--- src/rtl/pcm_port_pkg.sv ---
package pcm_port_pkg;
    typedef enum logic [1:0] {
        ST_IDLE  = 2'd0,
        ST_SHIFT = 2'd1,
        ST_PAD   = 2'd2
    } port_state_t;
endpackage

--- src/rtl/pcm_fall_sampler.sv ---
module pcm_fall_sampler #(
    parameter int N = 2
) (
    input  logic         clk,
    input  logic         rst_n,
    input  logic [N-1:0] d,
    output logic [N-1:0] q
);
    // Serial-side inputs are captured half a cycle before the logic uses them.
    always_ff @(negedge clk or negedge rst_n) begin
        if (!rst_n) q <= '0;
        else        q <= d;
    end
endmodule

--- src/rtl/pcm_tx_hold.sv ---
module pcm_tx_hold #(
    parameter int W = 14
) (
    input  logic         clk,
    input  logic         rst_n,
    input  logic [W-1:0] tx_data,
    input  logic         tx_valid,
    output logic         tx_ready,
    input  logic         take,
    output logic [W-1:0] hold,
    output logic         full
);
    assign tx_ready = !full;

    always_ff @(posedge clk or negedge rst_n) begin
        if (!rst_n) begin
            hold <= '0;
            full <= 1'b0;
        end else if (take) begin
            full <= 1'b0;
        end else if (tx_valid && !full) begin
            hold <= tx_data;
            full <= 1'b1;
        end
    end


    hold_accept_chk: assert property (@(posedge clk) disable iff (!rst_n)
        (tx_valid && tx_ready) |=> (!tx_ready && hold == $past(tx_data)));


    take_empties_chk: assert property (@(posedge clk) disable iff (!rst_n)
        take |=> tx_ready);
endmodule

--- src/rtl/pcm_port_fsm.sv ---
module pcm_port_fsm
    import pcm_port_pkg::*;
#(
    parameter int W = 14
) (
    input  logic         clk,
    input  logic         rst_n,
    input  logic         fs_s,
    input  logic         sin_s,
    input  logic         loop_en,
    input  logic [W-1:0] hold,
    input  logic         hold_full,
    output logic         take,
    output logic         sout,
    output logic [W-1:0] rx_data,
    output logic         rx_valid
);
    localparam int CNT_W = $clog2(W);

    port_state_t      state, nxt;
    logic             fs_prev;
    logic [CNT_W-1:0] cnt;
    logic [W-1:0]     tx_sh;
    logic [W-2:0]     rx_sh;
    logic             start;
    logic             last_bit;
    logic [W-1:0]     load_word;

    assign start     = fs_s && !fs_prev;
    assign last_bit  = (state == ST_SHIFT) && (cnt == CNT_W'(W - 1));
    assign take      = start && !loop_en && hold_full;
    assign load_word = loop_en ? rx_data : (hold_full ? hold : '0);
    assign sout      = (state == ST_SHIFT) && tx_sh[W-1];

    // Next-state decision
    always_comb begin
        nxt = state;
        unique case (state)
            ST_IDLE:  nxt = start ? ST_SHIFT : ST_IDLE;
            ST_SHIFT: begin
                if (start)         nxt = ST_SHIFT;
                else if (last_bit) nxt = ST_PAD;
                else               nxt = ST_SHIFT;
            end
            ST_PAD:   nxt = start ? ST_SHIFT : ST_PAD;
            default:  nxt = ST_IDLE;
        endcase
    end

    // State register
    always_ff @(posedge clk or negedge rst_n) begin
        if (!rst_n) state <= ST_IDLE;
        else        state <= nxt;
    end

    // Datapath and outputs
    always_ff @(posedge clk or negedge rst_n) begin
        if (!rst_n) begin
            fs_prev  <= 1'b0;
            cnt      <= '0;
            tx_sh    <= '0;
            rx_sh    <= '0;
            rx_data  <= '0;
            rx_valid <= 1'b0;
        end else begin
            fs_prev  <= fs_s;
            rx_valid <= 1'b0;
            if (start) begin
                cnt   <= '0;
                tx_sh <= load_word;
                rx_sh <= '0;
            end else if (state == ST_SHIFT) begin
                cnt   <= cnt + 1'b1;
                tx_sh <= {tx_sh[W-2:0], 1'b0};
                rx_sh <= {rx_sh[W-3:0], sin_s};
                if (last_bit) begin
                    rx_data  <= {rx_sh, sin_s};
                    rx_valid <= 1'b1;
                end
            end
        end
    end


    start_enters_shift_chk: assert property (@(posedge clk) disable iff (!rst_n)
        start |=> (state == ST_SHIFT && cnt == '0));


    count_bound_chk: assert property (@(posedge clk) disable iff (!rst_n)
        (state == ST_SHIFT) |-> (cnt <= CNT_W'(W - 1)));


    rx_valid_single_chk: assert property (@(posedge clk) disable iff (!rst_n)
        rx_valid |=> !rx_valid);


    idle_after_word_chk: assert property (@(posedge clk) disable iff (!rst_n)
        rx_valid |-> !sout);


    restart_no_valid_chk: assert property (@(posedge clk) disable iff (!rst_n)
        start |=> (!rx_valid && $stable(rx_data)));
endmodule

--- src/rtl/pcm_voice_port.sv ---
module pcm_voice_port #(
    parameter int W = 14
) (
    input  logic         clk,
    input  logic         rst_n,
    input  logic         fs,
    input  logic         sin,
    input  logic         loop_en,
    input  logic [W-1:0] tx_data,
    input  logic         tx_valid,
    output logic         tx_ready,
    output logic         sout,
    output logic [W-1:0] rx_data,
    output logic         rx_valid
);
    logic [1:0]   smp;
    logic         take;
    logic         hold_full;
    logic [W-1:0] hold;

    pcm_fall_sampler #(.N(2)) u_smp (
        .clk   (clk),
        .rst_n (rst_n),
        .d     ({fs, sin}),
        .q     (smp)
    );

    pcm_tx_hold #(.W(W)) u_hold (
        .clk      (clk),
        .rst_n    (rst_n),
        .tx_data  (tx_data),
        .tx_valid (tx_valid),
        .tx_ready (tx_ready),
        .take     (take),
        .hold     (hold),
        .full     (hold_full)
    );

    pcm_port_fsm #(.W(W)) u_fsm (
        .clk       (clk),
        .rst_n     (rst_n),
        .fs_s      (smp[1]),
        .sin_s     (smp[0]),
        .loop_en   (loop_en),
        .hold      (hold),
        .hold_full (hold_full),
        .take      (take),
        .sout      (sout),
        .rx_data   (rx_data),
        .rx_valid  (rx_valid)
    );
endmodule

--- config.mk ---
export PLATFORM = sky130hd
export DESIGN_NAME = pcm_voice_port
export DESIGN_NICKNAME = d
export VERILOG_FILES = /design/src/rtl/pcm_port_pkg.sv /design/src/rtl/pcm_fall_sampler.sv /design/src/rtl/pcm_tx_hold.sv /design/src/rtl/pcm_port_fsm.sv /design/src/rtl/pcm_voice_port.sv
export SDC_FILE = /design/constraint.sdc
export NUM_CORES = 1
export LEC_CHECK = 0
export ABC_CLOCK_PERIOD_IN_PS = 1900
export BUFFER_PORTS_ARGS = -buffer_cell sky130_fd_sc_hd__buf_2
export CAP_MARGIN = 20
export CORE_MARGIN = 2
export CORE_UTILIZATION = 26
export DETAILED_ROUTE_END_ITERATION = 8
export SYNTH_ARGS = -nofsm -noshare
export SYNTH_HDL_FRONTEND = slang
export SYNTH_SLANG_ARGS = --single-unit
--- constraint.sdc ---
create_clock -name clk -period 1.9 [get_ports clk]
set_input_delay 0.095 -clock clk [delete_from_list [all_inputs] [get_ports clk]]
set_output_delay 0.095 -clock clk [all_outputs]
set_load 0.01 [all_outputs]
# Word level (Yosys, flattened, before mapping)
# Cells that the tools add are included.
[op_classes]
n_reduce_logical = 14
bitwise = 2
eq_ne = 3
n_mux = 18
n_addsub = 1
[ops]
columns = ["operator", "count"]
rows = [
  ["14-bit two-way mux", 4],
  ["13-bit two-way mux", 2],
  ["4-bit two-way mux", 2],
  ["1-bit logical AND", 6],
  ["1-bit two-way mux", 6],
  ["2-bit two-way mux", 3],
  ["2-bit case mux with 3 select lines", 1],
  ["4-bit by 1-bit adder with 4-bit output (second input constant)", 1],
  ["4-bit equality test (second input constant)", 1],
  ["2-bit nonzero test", 2],
  ["1-bit zero test", 3],
  ["3-bit AND reduction", 1],
  ["2-bit by 1-bit equality test with 1-bit output (second input constant)", 1],
  ["2-bit equality test (second input constant)", 1],
  ["2-bit zero test", 1],
  ["1-bit NOT", 2],
  ["2-bit AND reduction", 1],
]
[totals]
register_bits = 66
output_inout_bits = 17
wordCells = 48
inputBits = 20

# Logic depth before layout (Yosys ltp)
# Gate-level depths: netlist of the first run.
[depth]
word_depth = 6
mapped_depth = 6
mapped_depth_nobuf = 5

# Hierarchy
# Synthesis of the first run repeated with hierarchy kept, for this count alone.
[hier_totals]
cells_unflattened = 237
hier_area_um2 = 2797.7
[modules_own_cells]
columns = ["module", "seq_area_each_um2", "cells_each", "n_inst", "area_each_um2"]
rows = [
  ["pcm_port_fsm", 1226.2, 201, 1, 2173.3],
  ["pcm_tx_hold", 375.4, 34, 1, 574.3],
  ["pcm_fall_sampler", 50.0, 2, 1, 50.0],
]

==> run_results.csv, run 1 <==
group,metric,value,unit
cts,clkSinkCount,66,
route,vias,1932,
floorplanning,num_rows,38,
route,wl_per_cell,15.1,um
cts,clk_latency,0.35,ns
sta,max-slew-margin-rel,0.664,
sta,finalSetupViolCount,49,
floorplanning,initial_core_util,0.264,
synthesis,yosysTopAreaCellShare,0.565,
setup_path,reg2regPathDepth,4,
setup_path,cp-endpoint,"u_fsm.rx_data[1]",
setup_path,cp_max_fo,13,
synthesis,postSynthAreaPerCell,13.1,sq um
cts,cts_buffer_depth,2,
synthesis,yosys_warnings,0,
placement,port_buffers,36,
synthesis,syn_inst,216,
setup_path,reg2reg_to,"u_fsm.rx_data[1]",
floorplanning,die_area,11700,sq um
floorplanning,fp.dieH,108,um
sta,setup_tns,-13.62,ns
setup_path,end_kind,"register",
pwr,total_power,4.00,mW
status,violations,"setup timing",
floorplanning,ios,37,
route,drt-pass1-iter-count,4,
setup_path,critPathLaunchType,"register",
sta,hold-worst-slack,0.185,ns
synthesis,syn_area,2830,sq um
job,maxCapViolCount,0,
setup_path,r2r-start,"u_smp.q[1]",
placement,place_ws,-0.428,ns
global_route,grt_pass1_vias,1961,
global_route,grt_pass1_wl,10300,um
pwr,ir_drop,380,uV
layout,antenna_cells,0,
layout,nets,305,
layout,multiInputGateArea,1080,sq um
setup_path,rrSetupSlack,-0.39,ns
setup_path,startpoint,"u_smp.q[1]",
route,wl,6460,um
cts,cts_buffers,9,
global_route,grt-ovfl-total,0,
floorplanning,dieWidth,108,um
cts,htreeDepth,3,
setup_path,crit_type,"register to register",
pwr,power_leakage,1.66,nW
global_route,antenna_found_initial,0,
synthesis,yosysSeqAreaShare,0.583,
pwr,powerDensity,1110,nW/um^2
setup_path,cp_data_arrival_time,2.53,ns
hold_path,min_path_type,"input pin to register",
route,via_per_inst,4.51,
route,ant_nets,0,
layout,drive_gt1_frac,0.375,
synthesis,ys_types,39,
synthesis,synth_nets,238,
status,status,"complete, but fails checks",
sta,fin_ws,-0.392,ns
sta,tightestPinTransition,0.504,ns
floorplanning,core_area,10700,sq um
synthesis,synth_area_leaders,"dfrtp_1 (57%), mux2_2 (7.6%), mux2_4 (4.8%)",
placement,gp_congestion,0.765,
global_route,track_usage,0.118,
layout,stdcell_count,428,
cts,cts-root-buf,"clkbuf_8",
layout,area_growth,27.8,%
synthesis,yosys.area.top_type,"dfrtp_1",
sta,rsz0062_at_grt,"true",
sta,maxSlewViolCount,0,
placement,hpwl,4480,um
global_route,grt_max_degree,42,
cts,cts_tree,"done",
layout,fillers,1078,
route,drtIter0Drc,143,
placement,dp.cells,391,
setup_path,critPathRequiredTime,2.14,ns
sta,skew,0.0195,ns
layout,seq_area,1650,sq um
sta,hold_viol_final,0,
synthesis,ys_ff_latch,66,
route,drc_errors,0,
cts,clk_pin_slew,0.07,ns
## how the worst min path moves through the flow
stage             from              end  slack, ns  depth (start not counted)
6_report       loop_en  u_fsm.tx_sh[12]       0.19                          3
5_1_grt        loop_en   u_fsm.tx_sh[8]       0.18                          3
4_1_cts        loop_en  u_fsm.tx_sh[12]       0.16                          3
3_5_place_dp     rst_n   u_fsm.tx_sh[0]       0.02                          1
3_3_place_gp     rst_n   u_fsm.tx_sh[2]       0.03                          1
2_1_floorplan    rst_n     u_fsm.cnt[0]      -0.20                          0
## metal layers
layer | wire length, um | up-vias | share of wire | global-route usage
met5 | 0 | - | 0 | 0
met4 | 75 | 0 | 0.012 | 0.0467
met3 | 283 | 8 | 0.044 | 0.0368
met2 | 3190 | 33 | 0.49 | 0.192
met1 | 2910 | 978 | 0.45 | 0.146
li1 | - | 913 | - | -
## power by group
group          leakage [nW]  internal, mW  switching, mW  total, mW
clock                0.0958         0.596          0.532       1.13
sequential            0.852          1.73          0.257       1.98
combinational         0.709         0.474          0.417      0.891
total                  1.66          2.80           1.21       4.00
## worst max-delay path, cell delays in order, from the launching register on
cell and delay, ns:
dfrtn_1 0.34, nor2b_4 0.15, nor3_4 0.22, buf_12 0.19, mux2_2 0.34
## timing repair
action / 4_1_cts / 5_1_grt
gates resized for setup: 9 / 2
hold endpoints to repair: 33 / 0
cloned: 1 / 0
pin swaps: 2 / 0
hold buffers: 16 / 0
endpoints found under the setup margin: 49 / 49
buffers inserted: 2 / 2
## state kept, by name, indices dropped and copies added (netlist names)
register,cells
u_fsm.cnt,4
u_fsm.fs_prev,1
u_fsm.rx_data,14
u_fsm.rx_sh,13
u_fsm.rx_valid,1
u_fsm.state,2
u_fsm.tx_sh,14
u_hold.full,1
u_hold.hold,14
u_smp.q,2
## synth_stat cells
cell type	number
a21boi_0	1
a21oi_1	17
a221o_1	11
a221oi_1	1
a22oi_1	1
a31oi_1	1
a32o_1	11
and2_1	3
and2b_4	1
and4bb_4	1
buf_2	6
buf_4	1
buf_6	6
buf_8	1
clkbuf_1	1
dfrtn_1	2
dfrtp_1	64
ha_1	2
inv_1	2
mux2_2	19
mux2_4	9
mux2i_1	1
nand2_1	31
nand2b_1	3
nand2b_4	1
nand3_1	1
nand3_2	1
nand3b_1	1
nor2_1	4
nor2_2	1
nor2b_1	2
nor2b_4	1
nor3_4	1
o211ai_1	1
o21ai_0	2
o2bb2ai_1	1
or3_1	1
xnor2_1	1
xor2_1	1
## placed cells by master (no fill, tap or decap), drive strengths merged, types with 2 or more instances in the layout
| master | instances |
|---|---|
| o21ai | 2 |
| dlygate4sd3 | 16 |
| buf | 54 |
| dfrtn | 2 |
| a32o | 11 |
| dfrtp | 64 |
| nand2 | 31 |
| nand2b | 4 |
| a21oi | 17 |
| ha | 2 |
| inv | 2 |
| a221o | 11 |
| nor2b | 3 |
| clkbuf | 10 |
| and2 | 3 |
| nand3 | 2 |
| mux2 | 28 |
| clkinv | 4 |
| nor2 | 6 |
## through the flow
step	instance area, sq um	utilization
6_report	3620	0.337
5_1_grt	3620	0.337
4_1_cts	3600	0.335
3_5_place_dp	3190	0.297
3_3_place_gp	3190	0.297
2_1_floorplan	2850	-
## cell type report
| cell class | instances | area share |
|---|---|---|
| clock buffer | 10 | 0.0353 |
| clock inverter | 6 | 0.0159 |
| inverter | 2 | 0.00207 |
| multi-input combinational | 134 | 0.300 |
| sequential | 66 | 0.456 |
| tap | 140 | 0.0484 |
| timing repair buffer | 70 | 0.142 |
## cell families after synthesis
logic type,Yosys count,share of synthesized area
mux,29,0.127
fa+ha+maj,2,0.00883
xor+xnor,2,0.00618
buf+inv,17,0.0464
flops,66,0.583
simple gates,53,0.101
compound gates,47,0.128
No activity file was read; power rests on OpenSTA's default activity.
==> run 2: changes to the inputs <==
- CORE_UTILIZATION: 26 -> 57
- PLACE_DENSITY: not set -> 0.79
- SYNTH_HIERARCHICAL: not set -> 1
==> run 2 against run 1 <==
Against the previous run: the flow still finishes with violations (setup timing); hold slack worse by 0.096 ns; utilization is 49 points higher; setup slack worse by 0.27 ns; sequential cell count unchanged; critical path depth increased by 1; die area fell by 53%; sequential share of layout area decreased by 3.1 points; combinational power grew 23%; non-clock buffer count grew 13; critical path type unchanged; register-to-register slack worse by 0.27 ns; total power up 6.3%; global-route usage grew 17 points.
==> run_results.csv, run 2 <==
group,metric,value,unit
placement,gp_congestion,0.788,
sta,finalSetupViolCount,57,
synthesis,ys_ff_latch,66,
layout,utilization,0.823,
synthesis,yosysSeqAreaShare,0.590,
floorplanning,core_area,4720,sq um
synthesis,synthArstFlopShare,1.00,
setup_path,crit_type,"register to register",
sta,rsz0062_at_grt,"true",
layout,drive_gt1_frac,0.459,
global_route,grt_pass1_vias,2274,
placement,dp.cells,345,
layout,antenna_cells,0,
synthesis,synth_edf_count,0,
layout,stdcell_count,385,
setup_path,critical_path.top_delay_family,"simple AND/OR/NAND/NOR gates",
placement,hpwl,4100,um
floorplanning,ios,37,
layout,reg_top3,"u_fsm/rx_data (14), u_fsm/tx_sh (14), u_hold/hold (14)",
setup_path,cp_max_fo,4,
setup_path,cp_data_arrival_time,2.78,ns
cts,htreeDepth,3,
setup_path,end_kind,"register",
sta,skew,0.0243,ns
sta,hold-worst-slack,0.0899,ns
global_route,grt-ovfl-total,0,
status,violations,"setup timing",
synthesis,ys_types,35,
synthesis,ys.flop_type,"dfrtp_1",
setup_path,critPathLaunchType,"register",
layout,nets,337,
setup_path,slowest_stage,"dfrtn_1",
floorplanning,dieWidth,74.1,um
layout,area_growth,38.9,%
sta,hold_viol_final,0,
cts,clk_pin_slew,0.07,ns
status,status,"complete, but fails checks",
setup_path,path_cells,"and2b_2, and2_4, nor3b_4, buf_4, mux2_2",
pwr,ir_drop,855,uV
floorplanning,fp.dieH,74.1,um
route,drc_errors,0,
synthesis,yosys.area.top_type,"dfrtp_1",
route,via_per_inst,5.68,
synthesis,synth_nets,259,
sta,max-slew-margin-rel,0.613,
cts,cts-root-buf,"clkbuf_8",
route,wl,7320,um
layout,final_cell_mix,"dfrtp_1 (64), nand2_1 (52), buf_2 (36), mux2_4 (17)",
cts,cts_buffer_depth,2,
synthesis,syn_area,2800,sq um
route,drt-pass1-iter-count,4,
cts,cts_tree,"done",
synthesis,postSynthAreaPerCell,11.8,sq um
sta,fin_ws,-0.660,ns
global_route,track_usage,0.286,
cts,cts_buffers,9,
synthesis,synth_common_cells,"dfrtp_1 (64), nand2_1 (52), mux2_2 (19), a21oi_1 (16)",
job,maxCapViolCount,0,
pwr,total_power,4.26,mW
synthesis,yosysTopAreaCellShare,0.572,
pwr,power_leakage,1.80,nW
setup_path,crit_buf_inv,1,
cts,clkSinkCount,66,
floorplanning,initial_core_util,0.592,
setup_path,critPathRequiredTime,2.12,ns
global_route,antenna_found_initial,0,
route,ant_nets,0,
placement,port_buffers,36,
setup_path,cpPeakStageDelay,0.35,ns
sta,tightestPinTransition,0.581,ns
global_route,grt_pass1_wl,11200,um
route,vias,2187,
synthesis,synth_area_leaders,"dfrtp_1 (57%), mux2_2 (7.6%), nand2_1 (7.0%)",
cts,clk_latency,0.35,ns
pwr,powerDensity,1100,nW/um^2
synthesis,synth.most_common_cell,"dfrtp_1",
synthesis,syn_inst,237,
layout,fillers,244,
sta,maxSlewViolCount,0,
floorplanning,num_rows,25,
synthesis,yosys_warnings,6,
layout,final_common_cell,"dfrtp_1",
global_route,grt_max_degree,48,
floorplanning,die_area,5480,sq um
route,wl_per_cell,19.0,um
route,drtIter0Drc,214,
hold_path,min_path_type,"input pin to register",
==> run 2: cell count changes in the layout (fill, tap and decap cells not counted), moves of 9 or more <==
cell | before | now
a21oi_1 | 17 | 4
a21oi_2 | 0 | 9
a221o_1 | 11 | 0
a221oi_2 | 1 | 11
a31oi_1 | 1 | 11
a32o_1 | 11 | 0
nand2_1 | 31 | 52
==> run 2: area by class of cell <==
class	instances	area [sq um]	share of cell area
Tap cell	67	83.8	0.0216
Timing Repair Buffer	83	692	0.178
Sequential cell	66	1650	0.425
Multi-Input combinational cell	153	1280	0.329
Inverter	2	7.51	0.00193
Clock buffer	10	128	0.0329
Clock inverter	4	45.0	0.0116
==> run 2: path summary, 6_finish.rpt <==
kind	from	depth (start not counted)	slack, ns	end
setup / recovery	u_smp/q[1]	5	-0.66	u_hold/hold[7]
hold / removal	tx_valid	3	0.09	u_hold/full
setup reg to reg	u_smp/q[1]	5	-0.66	u_hold/hold[7]
hold reg to reg	u_hold/hold[0]	1	0.53	u_hold/hold[0]
max in group asynchronous	rst_n	2	0.71	u_smp/q[1]
min in group asynchronous	rst_n	2	0.12	u_fsm/rx_data[2]
==> run 2: timing repair <==
action / CTS / global route
hold buffers: 15 / 0
resized for setup: 32 / 21
pin swaps: 1 / 2
cloned: 3 / 0
endpoints found under the setup margin: 53 / 60
endpoints found under the hold margin: 31 / 0
buffers inserted: 3 / 7
==> run 2: worst reg2reg max path, stage by stage, from the launching register on <==
cell	delay, ns
dfrtn_1	0.35
and2b_2	0.23
and2_4	0.16
nor3b_4	0.24
buf_4	0.18
mux2_2	0.34
==> run 2: cells by family (layout without fill, tap and decap cells) <==
group / after synthesis / count (layout) / share of synthesized area
flops: 66 / 66 / 0.590
buf+inv: 18 / 99 / 0.0344
mux: 29 / 29 / 0.128
xor+xnor: 2 / 2 / 0.00626
simple gates: 73 / 73 / 0.123
fa+ha+maj: 2 / 2 / 0.00894
compound gates: 47 / 47 / 0.109
==> run 2: report_power, final <==
part	internal (mW)	switching (mW)	leakage, nW
clock network	0.585	0.510	0.0918
logic	0.556	0.546	0.868
registers	1.75	0.306	0.837
total	2.89	1.36	1.80
==> run 2: stage by stage <==
stage	TNS, ns	cell area, sq um	setup WS [ns]
after floorplan	-20.13	2890	-0.766
after global placement	-19.22	3190	-0.572
after detailed placement	-21.23	3190	-0.633
after CTS	-19.09	3740	-0.593
after global routing	-25.83	3880	-0.708
final	-23.35	3880	-0.660
==> run 2: layer usage <==
layer | global-route usage | vias to the layer above | wire [um]
li1 | - | 986 | -
met1 | 0.352 | 1111 | 2980
met2 | 0.475 | 82 | 3860
met3 | 0.0908 | 8 | 396
met4 | 0.105 | 0 | 78
met5 | 0 | - | 0
==> run 3: changes to the inputs <==
- RECOVER_POWER: not set -> 25
- SKIP_CTS_REPAIR_TIMING: not set -> 1
==> run 3 against run 2 <==
Against the previous run: the run ends with hold timing, setup timing left; sequential share of layout area grew 2.0 points; cell count down 2.6%; first-iteration DRC count rose by 4.2%; critical path depth stayed put; hold slack lost 0.10 ns; wire length shrank 8.7%; largest cell class unchanged; cell area decreased by 4.5%.
==> run_results.csv, run 3 (synthesis gave the netlist of run 2 again) <==
group,metric,value,unit
sta,fin_ws,-0.624,ns
floorplanning,fp.dieH,74.1,um
placement,port_buffers,36,
sta,max-slew-margin-rel,0.542,
global_route,track_usage,0.244,
route,wl,6680,um
pwr,total_power,4.16,mW
global_route,grt_max_degree,48,
floorplanning,core_area,4720,sq um
pwr,p_comb_frac,0.244,
global_route,grt_pass1_vias,2034,
setup_path,cp_max_fo,4,
layout,drive_gt1_frac,0.416,
pwr,ir_drop,860,uV
pwr,powerDensity,1120,nW/um^2
floorplanning,ios,37,
placement,gp_congestion,0.788,
placement,dpl_cell_area,3190,sq um
pwr,p_seq_frac,0.494,
pwr,p_sw,1.32,mW
setup_path,critPathLaunchType,"register",
floorplanning,num_rows,25,
route,wl_per_cell,17.8,um
status,status,"complete, but fails checks",
cts,cts-root-buf,"clkbuf_8",
floorplanning,dieWidth,74.1,um
global_route,grt_pass1_wl,9670,um
status,violations,"hold timing, setup timing",
sta,tightestPinTransition,0.687,ns
setup_path,reg2regPathDepth,5,
cts,cts_buffer_depth,2,
sta,hold-worst-slack,-0.0131,ns
setup_path,cp_data_arrival_time,2.76,ns
pwr,power_leakage,1.69,nW
route,drt-pass1-iter-count,4,
sta,hold_viol_final,1,
global_route,antenna_found_initial,0,
layout,final_common_cell,"dfrtp_1",
hold_path,min_path_type,"input pin to register",
layout,reg_top3,"u_fsm/rx_data (14), u_fsm/tx_sh (14), u_hold/hold (14)",
layout,fin_area,3710,sq um
placement,hpwl,4100,um
setup_path,crit_type,"register to register",
cts,htreeDepth,3,
cts,cts_tree,"done",
floorplanning,initial_core_util,0.592,
route,drtIter0Drc,223,
sta,rsz0062_at_grt,"true",
layout,antenna_cells,0,
route,drc_errors,0,
hold_path,whs_path_depth,2,
sta,maxSlewViolCount,0,
sta,skew,0.0224,ns
pwr,internal_power,2.84,mW
pwr,pwr-share-clk,0.262,
global_route,grt-ovfl-total,0,
job,maxCapViolCount,0,
setup_path,end_kind,"register",
layout,fillers,275,
layout,final_cell_mix,"dfrtp_1 (64), nand2_1 (52), buf_2 (31), mux2_4 (15), dlygate4sd3_1 (14)",
layout,nets,327,
cts,clk_latency,0.36,ns
route,via_per_inst,5.60,
cts,clkSinkCount,66,
route,vias,2101,
setup_path,critPathRequiredTime,2.14,ns
route,ant_nets,0,
floorplanning,die_area,5480,sq um
cts,clk_pin_slew,0.06,ns
cts,cts_buffers,9,
layout,area_growth,32.6,%
sta,finalSetupViolCount,56,
pwr,swShare,0.317,
## run 3: changes by cell type in the layout (fill, tap and decap cells not counted), sizes merged
cell and change:
dlygate4sd3 -1, clkbuf +6, buf -15
## run 3: metal layers
metal / GRT usage / part of all wire
met4: 0.129 / 0.022
met2: 0.392 / 0.52
met1: 0.312 / 0.40
met3: 0.0542 / 0.062
met5: 0 / 0
## run 3: worst max-delay path, cell delays in order (launching register included)
cell and delay, ns:
dfrtn_1 0.34, and2b_2 0.22, and2_4 0.15, nor3b_4 0.24
buf_4 0.19, mux2_2 0.33
## run 3: final timing paths
kind                                  from                 to  slack, ns
max                             u_smp/q[1]    u_hold/hold[11]      -0.62
min                             tx_data[4]     u_hold/hold[4]      -0.01
max reg2reg                     u_smp/q[1]    u_hold/hold[11]      -0.62
min reg2reg                u_fsm/rx_sh[12]  u_fsm/rx_data[13]       0.52
max in group asynchronous            rst_n         u_smp/q[1]       0.47
min in group asynchronous            rst_n   u_fsm/rx_data[2]       0.21
## run 3: layout make-up
cell class | count | area, sq um | share of cell area
flip-flops and latches | 66 | 1650 | 0.445
multi-input cells | 153 | 1260 | 0.340
repair buffers | 73 | 534 | 0.144
clock buffers | 10 | 128 | 0.0344
well taps | 67 | 83.8 | 0.0226
clock inverters | 4 | 45.0 | 0.0121
inverters | 2 | 7.51 | 0.00202
## run 3: power groups by stage
stage | Combinational [mW] | Sequential (mW) | Clock [mW]
2_1_floorplan | 0.625 | 1.99 | 0
3_3_place_gp | 0.844 | 2.03 | 0
3_5_place_dp | 0.887 | 2.04 | 0
4_1_cts | 0.890 | 2.02 | 1.11
5_1_grt | 1.12 | 2.10 | 1.16
6_report | 1.02 | 2.06 | 1.09
## run 3: stage by stage
stage	util	TNS, ns	setup WS [ns]	std cells
4_1_cts	0.711	-20.55	-0.622	359
3_5_place_dp	0.674	-21.23	-0.633	345
5_1_grt	0.786	-22.45	-0.695	375
2_1_floorplan	-	-20.13	-0.766	237
3_3_place_gp	0.674	-19.22	-0.572	345
6_report	0.786	-20.21	-0.624	375
